File: src/rtl/dma_arb_pkg.sv
package dma_arb_pkg;
  localparam int unsigned PRIO_W  = 2;
  localparam int unsigned N_LEVEL = 1 << PRIO_W;

  typedef enum logic [PRIO_W-1:0] {
    LVL_LOW   = 2'b00,
    LVL_MED   = 2'b01,
    LVL_HIGH  = 2'b10,
    LVL_ULTRA = 2'b11
  } prio_lvl_e;
endpackage

File: src/rtl/arb_level_scan.sv
module arb_level_scan
  import dma_arb_pkg::*;
#(
  parameter int unsigned N_CH = 7
) (
  input  logic [N_CH-1:0]        elig,
  input  logic [N_CH*PRIO_W-1:0] prio_flat,
  output logic [PRIO_W-1:0]      top_level,
  output logic                   any_elig
);
  logic [N_LEVEL-1:0] level_hit;

  for (genvar l = 0; l < N_LEVEL; l++) begin : g_lvl
    logic [N_CH-1:0] at_lvl;
    for (genvar c = 0; c < N_CH; c++) begin : g_ch
      assign at_lvl[c] = elig[c] && (prio_flat[c*PRIO_W +: PRIO_W] == PRIO_W'(l));
    end
    assign level_hit[l] = |at_lvl;
  end

  always_comb begin
    top_level = '0;
    for (int l = 0; l < int'(N_LEVEL); l++) begin
      if (level_hit[l]) top_level = PRIO_W'(l);
    end
  end

  assign any_elig = |elig;
endmodule

File: src/rtl/arb_level_mask.sv
module arb_level_mask
  import dma_arb_pkg::*;
#(
  parameter int unsigned N_CH = 7
) (
  input  logic [N_CH-1:0]        elig,
  input  logic [N_CH*PRIO_W-1:0] prio_flat,
  input  logic [PRIO_W-1:0]      top_level,
  output logic [N_CH-1:0]        cand
);
  for (genvar c = 0; c < N_CH; c++) begin : g_ch
    assign cand[c] = elig[c] && (prio_flat[c*PRIO_W +: PRIO_W] == top_level);
  end
endmodule

File: src/rtl/arb_fixed_pick.sv
module arb_fixed_pick #(
  parameter int unsigned N_CH  = 7,
  localparam int unsigned IDX_W = (N_CH > 1) ? $clog2(N_CH) : 1
) (
  input  logic [N_CH-1:0]  cand,
  output logic [N_CH-1:0]  pick_oh,
  output logic [IDX_W-1:0] pick_idx
);
  always_comb begin
    pick_oh  = '0;
    pick_idx = '0;
    for (int c = int'(N_CH) - 1; c >= 0; c--) begin
      if (cand[c]) begin
        pick_oh  = '0;
        pick_oh[c] = 1'b1;
        pick_idx = IDX_W'(c);
      end
    end
  end
endmodule

File: src/rtl/arb_grant_reg.sv
module arb_grant_reg #(
  parameter int unsigned N_CH  = 7,
  localparam int unsigned IDX_W = (N_CH > 1) ? $clog2(N_CH) : 1
) (
  input  logic             clk,
  input  logic             rst_n,
  input  logic             decide,
  input  logic             win_vld,
  input  logic [N_CH-1:0]  win_oh,
  input  logic [IDX_W-1:0] win_idx,
  output logic [N_CH-1:0]  gnt_oh,
  output logic [IDX_W-1:0] gnt_idx,
  output logic             gnt_vld
);
  always_ff @(posedge clk or negedge rst_n) begin
    if (!rst_n) begin
      gnt_oh  <= '0;
      gnt_idx <= '0;
      gnt_vld <= 1'b0;
    end else if (decide) begin
      gnt_vld <= win_vld;
      gnt_oh  <= win_vld ? win_oh  : '0;
      gnt_idx <= win_vld ? win_idx : '0;
    end
  end
endmodule

File: src/rtl/dma_chan_arbiter.sv
module dma_chan_arbiter
  import dma_arb_pkg::*;
#(
  parameter int unsigned N_CH  = 7,
  localparam int unsigned IDX_W = (N_CH > 1) ? $clog2(N_CH) : 1
) (
  input  logic                   clk,
  input  logic                   rst_n,
  input  logic [N_CH-1:0]        chan_req_i,
  input  logic [N_CH-1:0]        chan_en_i,
  input  logic [N_CH*PRIO_W-1:0] chan_prio_i,
  input  logic                   item_done_i,
  output logic [N_CH-1:0]        grant_o,
  output logic [IDX_W-1:0]       grant_idx_o,
  output logic                   grant_vld_o
);
  logic [N_CH-1:0]   elig;
  logic [PRIO_W-1:0] top_level;
  logic              any_elig;
  logic [N_CH-1:0]   cand;
  logic [N_CH-1:0]   win_oh;
  logic [IDX_W-1:0]  win_idx;
  logic              decide;

  assign elig   = chan_req_i & chan_en_i;
  assign decide = !grant_vld_o || item_done_i;

  arb_level_scan #(.N_CH(N_CH)) u_scan (
    .elig(elig), .prio_flat(chan_prio_i),
    .top_level(top_level), .any_elig(any_elig)
  );

  arb_level_mask #(.N_CH(N_CH)) u_mask (
    .elig(elig), .prio_flat(chan_prio_i),
    .top_level(top_level), .cand(cand)
  );

  arb_fixed_pick #(.N_CH(N_CH)) u_pick (
    .cand(cand), .pick_oh(win_oh), .pick_idx(win_idx)
  );

  arb_grant_reg #(.N_CH(N_CH)) u_greg (
    .clk(clk), .rst_n(rst_n), .decide(decide),
    .win_vld(any_elig), .win_oh(win_oh), .win_idx(win_idx),
    .gnt_oh(grant_o), .gnt_idx(grant_idx_o), .gnt_vld(grant_vld_o)
  );
endmodule

File: config.mk
export PLATFORM = sky130hd
export DESIGN_NAME = dma_chan_arbiter
export DESIGN_NICKNAME = d
export VERILOG_FILES = /design/src/rtl/dma_arb_pkg.sv /design/src/rtl/arb_level_scan.sv /design/src/rtl/arb_level_mask.sv /design/src/rtl/arb_fixed_pick.sv /design/src/rtl/arb_grant_reg.sv /design/src/rtl/dma_chan_arbiter.sv
export SDC_FILE = /design/constraint.sdc
export NUM_CORES = 1
export LEC_CHECK = 0
export BUFFER_PORTS_ARGS = -buffer_cell sky130_fd_sc_hd__buf_2
export CAP_MARGIN = 0
export CORE_AREA = 3 3 61 63
export DETAILED_ROUTE_END_ITERATION = 10
export DIE_AREA = 0 0 64 66
export PLACE_DENSITY_LB_ADDON = 0.15
export SYNTH_ARGS = -nofsm -noshare
export SYNTH_HDL_FRONTEND = slang
export SYNTH_SLANG_ARGS = --single-unit
File: constraint.sdc
create_clock -name clk -period 1.9 [get_ports clk]
set_input_delay 0.095 -clock clk [delete_from_list [all_inputs] [get_ports clk]]
set_output_delay 0.095 -clock clk [all_outputs]
set_load 0.03 [all_outputs]
# ---- After elaboration in Yosys (flattened, before gate mapping)
# Index checks and enable logic that the tools add are counted.
dict set report totals {
  regBits 11
  input_bits 31
  word_cells 85
}
dict set report op_classes {
  eq_ne 28
  mux 19
  bitwise 1
  reduce_logical 34
}
# op count
set op_table {}
lappend op_table {{2-to-1 mux 7 bit} 8}
lappend op_table {{equality test 2 bit (second input constant)} 14}
lappend op_table {{logical AND 1 bit} 28}
lappend op_table {{OR reduction 7 bit} 4}
lappend op_table {{2-to-1 mux 3 bit} 8}
lappend op_table {{equality test 2 x 1 -> 1 bit (second input constant)} 7}
lappend op_table {{equality test 2 bit} 7}
lappend op_table {{AND 7 bit} 1}
lappend op_table {{2-to-1 mux 2 bit} 2}
lappend op_table {{zero test 1 bit} 1}
lappend op_table {{logical OR 1 bit} 1}
lappend op_table {{2-to-1 mux 1 bit} 1}

# ---- Longest topological paths before layout
# Gate-level depths: netlist (run 1).
dict set report logic_depth {
  ltp_word 16
  depth_mapped 8
  mapped_depth_nobuf 7
}

# ---- Modules after synthesis
# A second synthesis (run 1) with hierarchy kept.
dict set report unflattened {
  cells_unflattened 130
  hier_area_um2 988.4
}
# mod n_inst cells_each area_each_um2
set modules_own_cells {}
lappend modules_own_cells {arb_grant_reg 1 45 441.7}
lappend modules_own_cells {arb_level_scan 1 38 192.7}
lappend modules_own_cells {arb_level_mask 1 23 188.9}
lappend modules_own_cells {arb_fixed_pick 1 16 115.1}
lappend modules_own_cells {dma_chan_arbiter 1 8 50.0}

# ---- Worst setup path before layout (run 1)
# No wires, ideal clock.
dict set report synth_timing {
  kind {input port to flip-flop}
  from {in chan_en_i[0]}
  to {reg u_greg.gnt_idx[1]}
  setup_time_ns 0.145
  t_arrival_ns 1.753
  t_required_ns 1.755
  path_slack_ns 0.002
  stages 8
  cell_sequence {nand3_1 -> o22ai_1 -> or4_1 -> buf_2 -> o21ai_4 -> xnor2_1 -> o311ai_4 -> a22oi_1}
}
dict set report synth_between {
  elab_chain_cells 16
  word_cells_on_any_way 33
}
# element line_no
set synth_lines {}
lappend synth_lines {{from (decl)} dma_chan_arbiter.sv:10} ;# input logic [N_CH-1:0] chan_en_i,
lappend synth_lines {{AND 7 bit *} dma_chan_arbiter.sv:25} ;# assign elig = chan_req_i & chan_en_i;
lappend synth_lines {{logical AND 1 bit} arb_level_scan.sv:16} ;# assign at_lvl[c] = elig[c] && (prio_flat[c*PRIO_W +: PRIO_W] == PRIO_W'(l));
lappend synth_lines {{OR reduction 7 bit} arb_level_scan.sv:18} ;# assign level_hit[l] = |at_lvl;
lappend synth_lines {{2-to-1 mux 1 bit} arb_level_scan.sv:24} ;# if (level_hit[l]) top_level = PRIO_W'(l);
lappend synth_lines {{2-to-1 mux 2 bit (2 in a row)} arb_level_scan.sv:24}
lappend synth_lines {{equality test 2 bit} arb_level_mask.sv:12} ;# assign cand[c] = elig[c] && (prio_flat[c*PRIO_W +: PRIO_W] == top_level);
lappend synth_lines {{logical AND 1 bit} arb_level_mask.sv:12}
lappend synth_lines {{2-to-1 mux 3 bit (7 in a row)} arb_fixed_pick.sv:13} ;# if (cand[c]) begin
lappend synth_lines {{2-to-1 mux 3 bit *} arb_grant_reg.sv:23} ;# gnt_idx <= win_vld ? win_idx : '0;
lappend synth_lines {{to (signal assigned)} arb_grant_reg.sv:23}
lappend synth_lines {{to (decl)} arb_grant_reg.sv:12} ;# output logic [IDX_W-1:0] gnt_idx,
# Mark *: on every way between the ends. The rest lies on a longest branch, timed or not.
# A chain may end at the register's enable or synchronous reset.

# ---- Worst setup path after layout (run 1)
dict set report layout_timing {
  from {in chan_prio_i[7]}
  to {reg u_greg.gnt_idx[1]}
}
dict set report layout_between {
  elab_chain_cells 16
  word_cells_on_any_way 34
}
# element line_no
set layout_lines {}
lappend layout_lines {{from (decl)} dma_chan_arbiter.sv:11} ;# input logic [N_CH*PRIO_W-1:0] chan_prio_i,
lappend layout_lines {{equality test 2 x 1 -> 1 bit} arb_level_scan.sv:16}
lappend layout_lines {{logical AND 1 bit} arb_level_scan.sv:16}
lappend layout_lines {{OR reduction 7 bit} arb_level_scan.sv:18}
lappend layout_lines {{2-to-1 mux 1 bit} arb_level_scan.sv:24}
lappend layout_lines {{2-to-1 mux 2 bit (2 in a row)} arb_level_scan.sv:24}
lappend layout_lines {{equality test 2 bit} arb_level_mask.sv:12}
lappend layout_lines {{logical AND 1 bit} arb_level_mask.sv:12}
lappend layout_lines {{2-to-1 mux 3 bit (6 in a row)} arb_fixed_pick.sv:13}
lappend layout_lines {{2-to-1 mux 3 bit *} arb_fixed_pick.sv:13}
lappend layout_lines {{2-to-1 mux 3 bit *} arb_grant_reg.sv:23}
# Marked as above.

==> results.md, run 1 <==
- Drt pass-1 iters: 4
- Critical path type: input pin to flop
- Cells along the critical path: buf_6 -> nand3_2 -> o22ai_4 -> or4_4 -> buf_8 -> nor3_4 -> xnor2_2 -> o311ai_4 -> a22oi_1
- Via count: between 1000 and 1500
- Slowest-stage cell, CP: or4_4
- Max-cap violations: 0
- CTS tree: built
- Io pins: 42
- Synthesized area: 974.7 um^2
- Drt total wl: 3287 um
- Clk_skew: 0.002694 ns
- Max H-tree Level: 1
- Routed wire per std cell: 12.79 um
- Crit share post-route: 0.9845
- Final setup fails: 0
- Register area share after synthesis: 0.2824
- Min cycle time layout: about 1.9 ns
- CP required: 2.04 ns
- Hold WS: roughly 0.18 ns
- Initial core utilization: 0.2968
- Overall routing resource usage: 0.1598
- Syn-to-layout area delta: 82.41%
- CTS Buffer Depth: 2
- DRT antenna net count: 0
- Post-place setup slack: -0.2546 ns
- Crit path largest cell delay: 0.54 ns
- Num CTS Buffers: 3
- Commonest cells after routing, fill and taps aside: buf_4 (49), buf_2 (33), nand2_1 (17)
- Worst slew pin tran: about 0.48 ns
- Async set or reset register ratio after synthesis: 1.000
- Vias in the first global route: roughly 1200
- Grt ovf: 0
- Vias per cell: 5.202
- Worst-Skew Late Latency: 0.27 ns
- Mapped Cells: 117
- Residual DRC: 0
- Most common cell after layout, fill and taps aside: buf_4
- DR iter-0 viols: 58
- Status: completed
- Clock transition at path regs: 0.07 ns
- HP Class: input pin to flop
- Type of origin of the critical path: input pin
- Placement Rows: 21
- CTS root buf: clkbuf_4
- CP arrival: approximately 2 ns
- Slew margin rel.: 0.6795
- Global-route wire length before repair: 5209 um
- EDFF count, synth: 0
- Final HPWL DP: 2753 um
- Power per cell area: 513.9 nW/um^2
- Crit. End Element: flop
- Port-buffer cells: 41
- Avg Inst Size Synth: between 8 and 9 um^2
- Die area: approximately 4200 um^2
- Max VDD drop: 187.5 uV
- Max Slew Vio Count: 0
- Antenna violations before repair: 0
- Layout cell share with drive strength beyond 1: 0.5213
- Yosys warnings: 0
- Netlist cell types: 39
- Post-Syn Nets: 148
- DIE HEIGHT: 66 um
- Worst path bufs/invs: 2
- Primary FF master, synth: dfrtp_1
- CP delay by family, top: simple AND/OR/NAND/NOR gates
- Chip width: 64 um
- Largest net degree at the start of global routing: 12
- Crit path max fanout: 8
- Final setup margin: 0.02937 ns
- Setup TNS: 0 ns
- Fmax: 534.6 MHz
- CTS Sinks: 11
- Final hold viol count: 0
- Nets: about 240
- Leak: 0.0008505 uW
- Final Wtd Congestion: just over 0.8
- N_diodes: 0
- Core area: 3284 um^2
- Unrepaired setup endpoints after global routing: true
- Synthesized flop and latch total: 11
## synth_stat cells (all sizes together), types with 3 or more instances
| library cell | instances | area [um^2] |
|---|---|---|
| dfrtp | 11 | 275.3 |
| nand4b | 3 | 26.28 |
| nor2 | 4 | 15.01 |
| xnor2 | 4 | 35.03 |
| o31ai | 5 | 37.54 |
| nand2b | 4 | 25.02 |
| o311a | 3 | 30.03 |
| inv | 5 | 18.77 |
| o21bai | 3 | 22.52 |
| o211ai | 4 | 30.03 |
| nand4 | 6 | 37.54 |
| nand3 | 10 | 50.05 |
| nand2 | 17 | 63.81 |
| and2 | 3 | 18.77 |
| o21ai | 7 | 46.30 |
## worst register-to-register path: stages, from the launching register on
cell and delay [ns]:
dfrtp_1 0.37, nor2b_1 0.20, nor2_1 0.24, o311ai_4 0.19, o31ai_1 0.26
## what timing repair did
| action | in CTS | in global routing |
|---|---|---|
| resized for setup | 0 | 24 |
| hold endpoints to repair | 11 | 0 |
| endpoints found under the setup margin | 0 | 8 |
| setup buffers | 0 | 2 |
| hold buffers | 1 | 0 |
## layout make-up
cell class / instances / area, um^2
Clock buffer: 4 / 26.28
Fill cell: 311 / 1506
Inverter: 5 / 18.77
Multi-Input combinational cell: 99 / 748.2
Sequential cell: 11 / 275.3
Tap cell: 46 / 57.56
Timing Repair Buffer: 92 / 651.9
## stage by stage
step / std cells / cell area [um^2] / util / power (uW)
6_report: 257 / 1778 / 0.5413 / 913.8
5_1_grt: 257 / 1778 / 0.5413 / 974.5
4_1_cts: 255 / 1625 / 0.4949 / 875.4
3_5_place_dp: 250 / 1589 / 0.4838 / 708.8
3_3_place_gp: 250 / 1589 / 0.4838 / 704.8
2_1_floorplan: 117 / 974.7 / - / 490.5
## report_power, final
part | internal (uW) | switching (uW)
Clock | 81.4 | 81.7
Sequential | 256 | 10.8
Combinational | 236 | 248
Total | 574 | 340
## registers in the layout, indices dropped and copies added, names as in the netlist
name,count
u_greg.gnt_idx,3
u_greg.gnt_oh,7
u_greg.gnt_vld,1
## cell families (layout without fill, tap and decap cells)
group	count (synthesis)	count (layout)	share of synthesized area
compound gates	40	40	0.3440
xor+xnor	4	4	0.03594
buf+inv	7	101	0.02823
flops	11	11	0.2824
simple gates	55	55	0.3094
## final timing paths
kind                                endpoint  cells past startpoint        startpoint  slack, ns
min                         u_greg.gnt_oh[0]                      4       item_done_i       0.18
max in group asynchronous  u_greg.gnt_idx[2]                      2             rst_n       1.49
max reg2reg                 u_greg.gnt_oh[5]                      4    u_greg.gnt_vld       0.54
min in group asynchronous  u_greg.gnt_idx[1]                      2             rst_n       0.21
min reg2reg                 u_greg.gnt_oh[4]                      2  u_greg.gnt_oh[4]       0.48
max                        u_greg.gnt_idx[1]                      9    chan_prio_i[7]       0.03
## metal layers
layer,global-route usage,wire (um),share of wire,vias to the layer above
met5,0,0,0,-
met4,0.08895,74,0.023,0
met3,0.02041,162,0.049,9
met2,0.2723,1726,0.53,46
met1,0.1934,1324,0.40,629
li1,-,-,-,653
(Power assumes the default switching activity.)
==> inputs of run 2 (changes only) <==
--- a/config.mk
+++ b/config.mk
@@ -7,9 +7,9 @@
 export LEC_CHECK = 0
 export BUFFER_PORTS_ARGS = -buffer_cell sky130_fd_sc_hd__buf_2
 export CAP_MARGIN = 0
-export CORE_AREA = 3 3 61 63
+export CORE_AREA = 10 10 68 70
 export DETAILED_ROUTE_END_ITERATION = 10
-export DIE_AREA = 0 0 64 66
+export DIE_AREA = 0 0 78 80
 export PLACE_DENSITY_LB_ADDON = 0.15
 export SYNTH_ARGS = -nofsm -noshare
 export SYNTH_HDL_FRONTEND = slang
==> results.md, run 2 (synthesis gave the netlist of run 1 again) <==
- Core area: 3284 um^2
- Vias per cell: 5.137
- Antenna violations before repair: 0
- Largest net degree at the start of global routing: 13
- Commonest cells after routing, fill and taps aside: buf_4 (47), buf_2 (41), nand2_1 (17)
- Type of origin of the critical path: input pin
- Drt pass-1 iters: 4
- DRT antenna net count: 0
- Status: completed
- CP required: 2.05 ns
- Fmax: 546.5 MHz
- Crit share post-route: 0.9630
- Biggest regs: u_greg.gnt_oh: 7 flops, u_greg.gnt_idx: 3 flops, u_greg.gnt_vld: 1 flops
- HP Class: input pin to async pin
- Die area: 6240 um^2
- Worst slew pin tran: 0.4916 ns
- Biggest register: u_greg.gnt_oh
- Max VDD drop: 194.4 uV
- CTS Buffer Depth: 2
- Grt ovf: 0
- Final Wtd Congestion: 0.8514
- Most common cell after layout, fill and taps aside: buf_4
- Max Slew Vio Count: 0
- Io pins: 42
- Max-cap violations: 0
- N_diodes: 0
- Slew margin rel.: 0.6699
- CTS root buf: clkbuf_4
- Drt total wl: 3694 um
- Overall routing resource usage: 0.1130
- Max FFs per register: 7
- Chip width: 78 um
- DR iter-0 viols: 66
- DIE HEIGHT: 80 um
- Placement Rows: 21
- Worst-Skew Late Latency: between 0.2 and 0.3 ns
- Nets: 241
- Syn-to-layout area delta: 72.40%
- Final setup fails: 0
- Util after Layout: 0.5116
- Crit. End Element: flop
- Clock transition at path regs: ~0.08 ns
- Crit path max fanout: 7
- Num CTS Buffers: 3
- CP arrival: 1.98 ns
- Min cycle time layout: 1.830 ns
- Hold WS: about 0.21 ns
- Initial core utilization: 0.2968
- Residual DRC: 0
- CTS tree: built
- Leak: 0.0008206 uW
- Routed wire per std cell: 14.49 um
- Global-route wire length before repair: 5892 um
- CTS Sinks: 11
- Post-DP Area: 1574 um^2
- Critical path type: input pin to flop
- Vias in the first global route: between 1000 and 1500
- Via count: roughly 1300
- Final HPWL DP: 3115 um
- Clk_skew: 0.009454 ns
- Port-buffer cells: 41
- Final hold viol count: 0
- FF-to-FF path depth: 4
- Layout cell share with drive strength beyond 1: 0.5072
- Max H-tree Level: 1
- Power per cell area: 531.7 nW/um^2
- Final instance area: 1680 um^2
- Total chip power: 893.5 uW
==> run 2: final timing paths <==
| path | from | endpoint | slack (ns) |
|---|---|---|---|
| setup / recovery | chan_req_i[6] | u_greg.gnt_idx[0] | 0.07 |
| hold / removal | rst_n | u_greg.gnt_oh[3] | 0.21 |
| setup reg to reg | u_greg.gnt_vld | u_greg.gnt_oh[4] | 0.59 |
| hold reg to reg | u_greg.gnt_oh[0] | u_greg.gnt_oh[0] | 0.47 |
| max in group asynchronous | rst_n | u_greg.gnt_idx[2] | 1.48 |
| min in group clk | chan_en_i[6] | u_greg.gnt_vld | 0.25 |
==> run 2: final cells by class <==
| type | instances | area (um^2) |
|---|---|---|
| timing repair buffer | 90 | 579.3 |
| fill | 333 | 1604 |
| tap | 46 | 57.56 |
| multi-input combinational | 99 | 723.2 |
| inverter | 5 | 18.77 |
| clock buffer | 4 | 26.28 |
| sequential | 11 | 275.3 |
==> run 2: stage by stage <==
stage	worst slack, ns	TNS (ns)	std cells
after floorplan	0.001935	0	117
after global placement	-0.2826	-1.839	248
after detailed placement	-0.2839	-2.130	248
after CTS	0.004659	0	253
after global routing	-0.01211	-0.01211	255
final	0.07025	0	255
==> run 2: where the power goes <==
part           switching, uW  total, uW  internal [uW]
clock network           81.1        163           81.4
registers               10.3        267            256
logic                    249        464            215
total                    340        893            553
==> run 2: what timing repair did <==
| action | in CTS | in global routing |
|---|---|---|
| setup buffers | 0 | 2 |
| gates resized for setup | 1 | 9 |
| pin swaps | 0 | 7 |
| hold buffers | 1 | 0 |
| endpoints found under the setup margin | 1 | 8 |
| hold endpoints to repair | 11 | 0 |
==> run 2: critical path, stage by stage <==
cell and delay, ns:
buf_2 0.12, nand3_1 0.12, o32ai_1 0.13, or4_1 0.43, buf_6 0.16, o311a_1 0.35, and3_1 0.22, a311oi_2 0.26
o31ai_1 0.09
==> run 2: metal layers <==
metal | share of wire | vias to the layer above | wire [um] | global-route usage
li1 | - | 652 | - | -
met1 | 0.40 | 610 | 1484 | 0.1253
met2 | 0.52 | 44 | 1926 | 0.2007
met3 | 0.060 | 4 | 223 | 0.02815
met4 | 0.016 | 0 | 59 | 0.04839
met5 | 0 | - | 0 | 0
